<file path="config.mk">
export PLATFORM = sky130hd
export DESIGN_NAME = bus_requester
export DESIGN_NICKNAME = d
export VERILOG_FILES = /design/src/rtl/bus_requester.sv
export SDC_FILE = /design/constraint.sdc
export NUM_CORES = 1
export LEC_CHECK = 0
export CORE_UTILIZATION = 35
export CTS_CLUSTER_SIZE = 40
export DETAILED_ROUTE_END_ITERATION = 7
export PLACE_DENSITY_LB_ADDON = 0.05
export SYNTH_ARGS = -nofsm -noshare
export SYNTH_HDL_FRONTEND = slang
export SYNTH_SLANG_ARGS = --single-unit
</file>
<file path="constraint.sdc">
create_clock -name clk -period 1.4 [get_ports clk]
set_input_delay 0.14 -clock clk [delete_from_list [all_inputs] [get_ports clk]]
set_output_delay 0.14 -clock clk [all_outputs]
set_load 0.005 [all_outputs]
</file>
<file path="src/rtl/bus_requester.sv">
module bus_requester #(
  parameter int NLINES   = 4,
  parameter int MIN_BUSY = 4
) (
  input  logic                      clk,
  input  logic                      rst_n,
  input  logic [$clog2(NLINES)-1:0] cfg_level,
  input  logic                      cfg_ror,
  input  logic                      cfg_fair,
  input  logic                      lock,
  input  logic                      mst_req,
  input  logic                      iack_req,
  output logic                      mst_gnt,
  output logic                      iack_gnt,
  output logic                      owner,
  input  logic [NLINES-1:0]         br_in,
  output logic [NLINES-1:0]         br_out,
  input  logic [NLINES-1:0]         bg_in,
  output logic [NLINES-1:0]         bg_out,
  output logic                      bbsy_out
);
  localparam int CW = $clog2(MIN_BUSY + 1);

  typedef enum logic [1:0] {S_IDLE, S_REQ, S_OWN} st_t;

  st_t             st;
  logic [CW-1:0]   hold;
  logic [NLINES-1:0] sel;
  logic            need, blocked, held, rel_ok;

  assign sel     = NLINES'(1) << cfg_level;
  assign need    = mst_req | iack_req;
  assign blocked = cfg_fair & br_in[cfg_level];
  assign held    = (hold == CW'(MIN_BUSY));
  assign rel_ok  = held & ~lock & ~need & (~cfg_ror | (|br_in));

  always_ff @(posedge clk or negedge rst_n) begin
    if (!rst_n) begin
      st   <= S_IDLE;
      hold <= '0;
    end else begin
      case (st)
        S_IDLE: if (need && !blocked) st <= S_REQ;
        S_REQ:  if (bg_in[cfg_level]) begin
                  st   <= S_OWN;
                  hold <= CW'(1);
                end
        S_OWN: begin
          if (!held) hold <= hold + CW'(1);
          if (rel_ok) st <= S_IDLE;
        end
        default: st <= S_IDLE;
      endcase
    end
  end

  assign owner    = (st == S_OWN);
  assign bbsy_out = owner;
  assign br_out   = (st == S_REQ) ? sel : '0;
  assign bg_out   = bg_in & ~br_out;
  assign mst_gnt  = owner & mst_req;
  assign iack_gnt = owner & iack_req & ~mst_req;
endmodule

</file>
==> results of run 1 <==
metal layers:
layer | global-route usage [%] | up-vias | wire length (um)
met5 | 0 | - | 0
met3 | 10.40 | 5 | 122
li1 | - | 278 | -
met4 | 12.93 | 0 | 30
met1 | 20.98 | 260 | 532
met2 | 46.25 | 27 | 864
synthesized netlist by cell type, types with 2 or more instances:
cell                       number  area share [%]
sky130_fd_sc_hd__nand2_1        4             3.2
sky130_fd_sc_hd__o22ai_1        2             2.7
sky130_fd_sc_hd__mux2i_1        3             6.4
sky130_fd_sc_hd__buf_4          2             3.2
sky130_fd_sc_hd__nand2b_1       2             2.7
sky130_fd_sc_hd__ha_1           2             5.3
sky130_fd_sc_hd__inv_1          3             2.4
sky130_fd_sc_hd__nor3b_1        2             3.2
sky130_fd_sc_hd__nor2b_1        5             6.6
sky130_fd_sc_hd__and3b_1        2             3.7
sky130_fd_sc_hd__nor3_1         3             3.2
sky130_fd_sc_hd__dfrtp_1        5              27
state kept, by name, summed over array words and instances (netlist names):
register,count
hold,3
st,2
cell families (layout without fill, tap and decap cells):
family / after synthesis / in the layout / share of synthesized area, %
multiplexers: 4 / 4 / 11.14
flip-flops: 5 / 5 / 26.53
AND/OR/NAND/NOR: 25 / 25 / 33.69
buffers and inverters: 6 / 51 / 7.956
adder cells (fa/ha/maj): 2 / 2 / 5.304
AO/OA/AOI/OAI: 9 / 9 / 15.38
power breakdown:
group	internal [mW]	leakage [nW]	total, mW	switching, mW
clock	0.108	0.0150	0.175	0.0667
sequential	0.217	0.0592	0.285	0.0681
combinational	0.522	0.369	0.886	0.364
total	0.847	0.443	1.35	0.499
area by class of cell:
type / instances / area (um^2) / area share [%]
Timing Repair Buffer: 44 / 364.1 / 40.64
Multi-Input combinational cell: 40 / 349.1 / 38.97
Sequential cell: 5 / 127.6 / 14.25
Clock buffer: 4 / 26.28 / 2.933
Tap cell: 14 / 17.52 / 1.955
Inverter: 3 / 11.26 / 1.257
final timing paths:
check | startpoint | end | slack [ns] | cells past startpoint
setup / recovery | st[1] | br_out[2] | -0.14 | 5
hold / removal | rst_n | hold[0] | 0.11 | 1
setup reg to reg | hold[0] | hold[1] | 0.11 | 5
hold reg to reg | hold[1] | hold[1] | 0.63 | 2
max in group asynchronous | rst_n | st[0] | 1.07 | 1
min in group clk | hold[1] | hold[1] | 0.63 | 2
stage by stage:
step                      cell area (um^2)  instances
after floorplan                      471.7         51
after global routing                 895.9        110
after CTS                            877.1        107
after global placement               810.8         99
after detailed placement             810.8         99
final                                895.9        110
what timing repair did:
| action | CTS | global route |
|---|---|---|
| pin swaps | 2 | 3 |
| gates resized for setup | 39 | 14 |
| buffers inserted | 4 | 3 |
| setup endpoints to repair | 15 | 12 |
| hold endpoints to repair | 0 | 0 |
==> summary.md, run 1 <==
| Metric | Value |
|---|---|
| Crit path max-delay cell type | sky130_fd_sc_hd__dfrtp_2 |
| Family with the most delay on the worst path | flip-flops |
| Number of enable-type register cells in the synthesized netlist | 0 |
| Count of nets left with antenna violations after detail routing | 0 |
| Fraction of the core area covered by cells at the end of the flow | 76.50% |
| Status | finished with violations |
| Worst slack, placed | -0.3218 ns |
| Via density per instance | 5.182 |
| Iter 0 DRT Violations | 0 |
| Count of yosys warnings during synthesis | 0 |
| # Max-Cap Violations | 0 |
| Number of standard cells after synthesis | 51 |
| CP arrival | 1.40 ns |
| Starting density of the core | 40.28% |
| Total die area | roughly 1500 um^2 |
| Total number of H-tree levels | 1 |
| Final hold slack | 0.1125 ns |
| Setup repair after global routing missed its margin | true |
| Sort of element at the end of the critical path | output port |
| Maximum clock insertion buffer count | 2 |
| Relative area change from synthesis to final layout | 89.92% |
| Crit path required time | ~1.3 ns |
| Most frequent cells in the layout | sky130_fd_sc_hd__clkdlybuf4s50_1, sky130_fd_sc_hd__buf_4 |
| Routability cong. | between 0.7 and 0.8 |
| TritonCTS Buffers | 3 |
| Final WS setup | -0.1368 ns |
| Initial antenna violation count | 0 |
| Delay of the slowest cell on the worst path | 0.43 ns |
| Maximum clock rate | 0.6507 GHz |
| Number of sinks handled by clock tree synthesis | 5 |
| DRC violation count after routing | 0 |
| Clock tree from TritonCTS | done |
| Mean cell area of the mapped netlist | 9.249 um^2 |
| Clock network latency to the later pin of the worst-skew pair | between 0.2 and 0.3 ns |
| Measured slew at the worst slew-check pin | 0.2952 ns |
| Total Nets Final | 116 |
| Fraction of layout cells with a size suffix above 1 | between 40 and 50% |
| Vias in the first global route | 588 |
| Clock-pin slew on the worst setup and hold paths | 0.05 ns |
| Peak supply drop | 0.6553 mV |
| First drt pass iteration count | 1 |
| Most common cell type on the critical path | sky130_fd_sc_hd__buf_6 |
| Number of buffers added to fix hold violations after cts | 0 |
| Syn nets | 70 |
| Worst-case headroom to the max-slew limit | between 80 and 90% |
| Post-synthesis async set-or-reset flop share | 100.0% |
| Total wire length | 1549 um |
| Ratio of total power to cell area | between 1500 and 2000 nW/um^2 |
| Die span in y | between 30 and 40 um |
| Cell-by-cell listing of the critical path | buf_6 -> nand2b_4 -> nor3b_2 -> buf_4 -> buf_6 |
| Clock tree root buffer cell | sky130_fd_sc_hd__clkbuf_4 |
| Count of buffering cells on the critical path with inverters included | 3 |
| Post-synthesis sequential element count | 5 |
| Leading register cell type out of synthesis | sky130_fd_sc_hd__dfrtp_1 |
| Distinct cells, synth | 28 |
| Die width | approximately 39 um |
| Routed wire per std cell | between 10 and 15 um |
| Final setup skew | 0.003383 ns |
| Std cell rows | 12 |
| Wire length of the first global-routing pass | about 2400 um |
| Share of synthesized area occupied by flip-flops and latches | a little over a quarter |
| Sort of element at the start of the critical path | register |
| All-layer global routing usage | 24.43% |
| Core area | 1171 um^2 |
| Path class of the lowest-slack min-delay path | in2async |
| Critical path peak fanout | 4 |
| Buffers on Ports | 28 |
| Overall power | 1.346 mW |
| Hold violation total from the final report | 0 |
| Setup violations, final | 6 |
| Violated checks | negative setup slack |
| Final Slew Violations | 0 |
| Overall overflow remaining after global route | 0 |
| DPL Wire Length | between 1000 and 1500 um |
| Fillers | approximately 90 |
| CP Class | reg2out |
| Final Critical Period | 1.537 ns |
| Mapped cell area | 471.7 um^2 |
| Final cycle utilization of the critical path | 109.8% |
| Total number of vias | 570 |
| N_diodes | 0 |
| Total negative setup slack | -0.4234 ns |
| I/O pin total | 29 |
| Maximum number of pins on one net before global-route repair | 7 |
| Static power due to leakage | roughly 0.44 nW |
No activity file was read; power rests on OpenSTA's default activity.
==> run 2, diff against run 1 <==
- CORE_UTILIZATION: 35 -> 32
- clock period: 1.4 -> 1.3 ns (I/O delays scaled with it)
==> summary.md, run 2 (synthesis gave the netlist of run 1 again) <==
| Metric | Value |
|---|---|
| Endpoint of the most critical register-to-register path | hold[1] |
| First drt pass iteration count | 4 |
| Total number of H-tree levels | 1 |
| Post-Layout Inst Area | 950.9 um^2 |
| Wire length of the first global-routing pass | 2104 um |
| Clock tree root buffer cell | sky130_fd_sc_hd__clkbuf_4 |
| Maximum clock rate | between 0.7 and 0.8 GHz |
| Path class of the lowest-slack min-delay path | in2async |
| Total negative setup slack | -0.4396 ns |
| Status | finished with violations |
| Clock network latency to the later pin of the worst-skew pair | between 0.2 and 0.25 ns |
| Final Critical Period | between 1 and 1.5 ns |
| Overall overflow remaining after global route | 0 |
| Fillers | 119 |
| Setup violations, final | 9 |
| All-layer global routing usage | 20.14% |
| Die width | 40.40 um |
| Max reg flops | 3 |
| I/O pin total | 29 |
| CP Class | reg2out |
| Final WS setup | -0.09170 ns |
| DRC violation count after routing | 0 |
| Most frequent cells in the layout | sky130_fd_sc_hd__buf_4, sky130_fd_sc_hd__clkdlybuf4s50_1, sky130_fd_sc_hd__buf_2, sky130_fd_sc_hd__buf_6 |
| # Max-Cap Violations | 0 |
| Clock-pin slew on the worst setup and hold paths | ~0.04 ns |
| Ratio of total power to cell area | around 1600 nW/um^2 |
| Total Nets Final | around 120 |
| Crit path required time | 1.17 ns |
| Placed cell area | 827.0 um^2 |
| N_diodes | 0 |
| Critical path peak fanout | 4 |
| Startpoint of the worst register-to-register path | hold[0] |
| Count of nets left with antenna violations after detail routing | 0 |
| Maximum number of pins on one net before global-route repair | 7 |
| Number of cells on the worst reg-to-reg path | 5 |
| Final cycle utilization of the critical path | 107.1% |
| Via density per instance | 4.991 |
| Violated checks | negative setup slack |
| Worst-case headroom to the max-slew limit | 80.10% |
| Std cell rows | 13 |
| Hold violation total from the final report | 0 |
| Buffers on Ports | 28 |
| Iter 0 DRT Violations | 4 |
| Relative area change from synthesis to final layout | 101.6% |
| Core area | 1334 um^2 |
| Vias in the first global route | 515 |
| TritonCTS Buffers | 3 |
| Fraction of layout cells with a size suffix above 1 | between 40 and 50% |
| Final Slew Violations | 0 |
| Number of sinks handled by clock tree synthesis | 5 |
| Die span in y | 40.40 um |
| Final setup skew | 0.002759 ns |
| Internal reg-to-reg setup slack | -0.01 ns |
| Measured slew at the worst slew-check pin | between 0.2 and 0.3 ns |
| Maximum clock insertion buffer count | 2 |
| Total wire length | approximately 1400 um |
| DPL Wire Length | 1030 um |
| CP arrival | about 1.3 ns |
| Initial antenna violation count | 0 |
| Sort of element at the start of the critical path | register |
| Routed wire per std cell | approximately 12 um |
| Register with the most flip-flops | hold |
| Leading registers by flop count | hold x3, st x2 |
| Setup repair after global routing missed its margin | true |
| Total die area | 1632 um^2 |
| Total number of vias | 569 |
| Clock tree from TritonCTS | done |
| Sort of element at the end of the critical path | output port |
| Peak supply drop | 0.6488 mV |
| Static power due to leakage | 0.4707 nW |
| Worst slack, placed | -0.3897 ns |
| Routability cong. | ~0.67 |
| Most common library cell in the layout ignoring fill and taps | sky130_fd_sc_hd__buf_4 |
| Starting density of the core | 35.37% |
[run 2: how the worst max path moves through the flow]
stage,from,endpoint,slack [ns]
floorplan,hold[0],hold[1],0.02
global placement,cfg_level[0],br_out[1],-0.37
detailed placement,cfg_level[0],hold[0],-0.39
CTS,st[0],br_out[2],-0.11
global route,st[0],br_out[2],-0.14
finish,st[0],br_out[2],-0.09
[run 2: timing repair]
action,in CTS,in global routing
pin swaps,4,2
setup endpoints to repair,16,14
gates resized for setup,56,9
buffers inserted,6,2
hold buffers,0,0
[run 2: metal layers]
layer,share of wire [%],up-vias,global-route usage (%)
met4,3.6,0,17.50
met5,0,-,0
li1,-,287,-
met1,42,253,22.11
met2,48,25,34.52
met3,5.7,4,1.111
[run 2: cell type report]
cell class	instances	area (um^2)	area share (%)
well taps	15	18.77	1.974
repair buffers	47	417.9	43.95
flip-flops and latches	5	127.6	13.42
inverters	3	11.26	1.184
clock buffers	4	26.28	2.763
multi-input cells	40	349.1	36.71
[run 2: worst max-delay path, cell delays in order (launching register included)]
cell and delay [ns]:
sky130_fd_sc_hd__dfrtp_2 0.42, sky130_fd_sc_hd__buf_12 0.12, sky130_fd_sc_hd__nand2b_4 0.07, sky130_fd_sc_hd__nor3b_4 0.18, sky130_fd_sc_hd__buf_4 0.14, sky130_fd_sc_hd__buf_6 0.08
[run 2: through the flow]
step / total power [mW] / utilization, % / instances / hold WS, ns
after detailed placement: 1.067 / 62.01 / 102 / 0.3804
after global routing: 1.655 / 71.29 / 114 / 0.1268
after global placement: 1.053 / 62.01 / 102 / 0.3709
final: 1.522 / 71.29 / 114 / 0.1151
after CTS: 1.438 / 68.57 / 112 / 0.1206
after floorplan: 0.6713 / - / 51 / -0.1656
[run 2: power breakdown]
part / internal [mW] / switching (mW)
registers: 0.233 / 0.0762
clock network: 0.116 / 0.0631
logic: 0.651 / 0.383
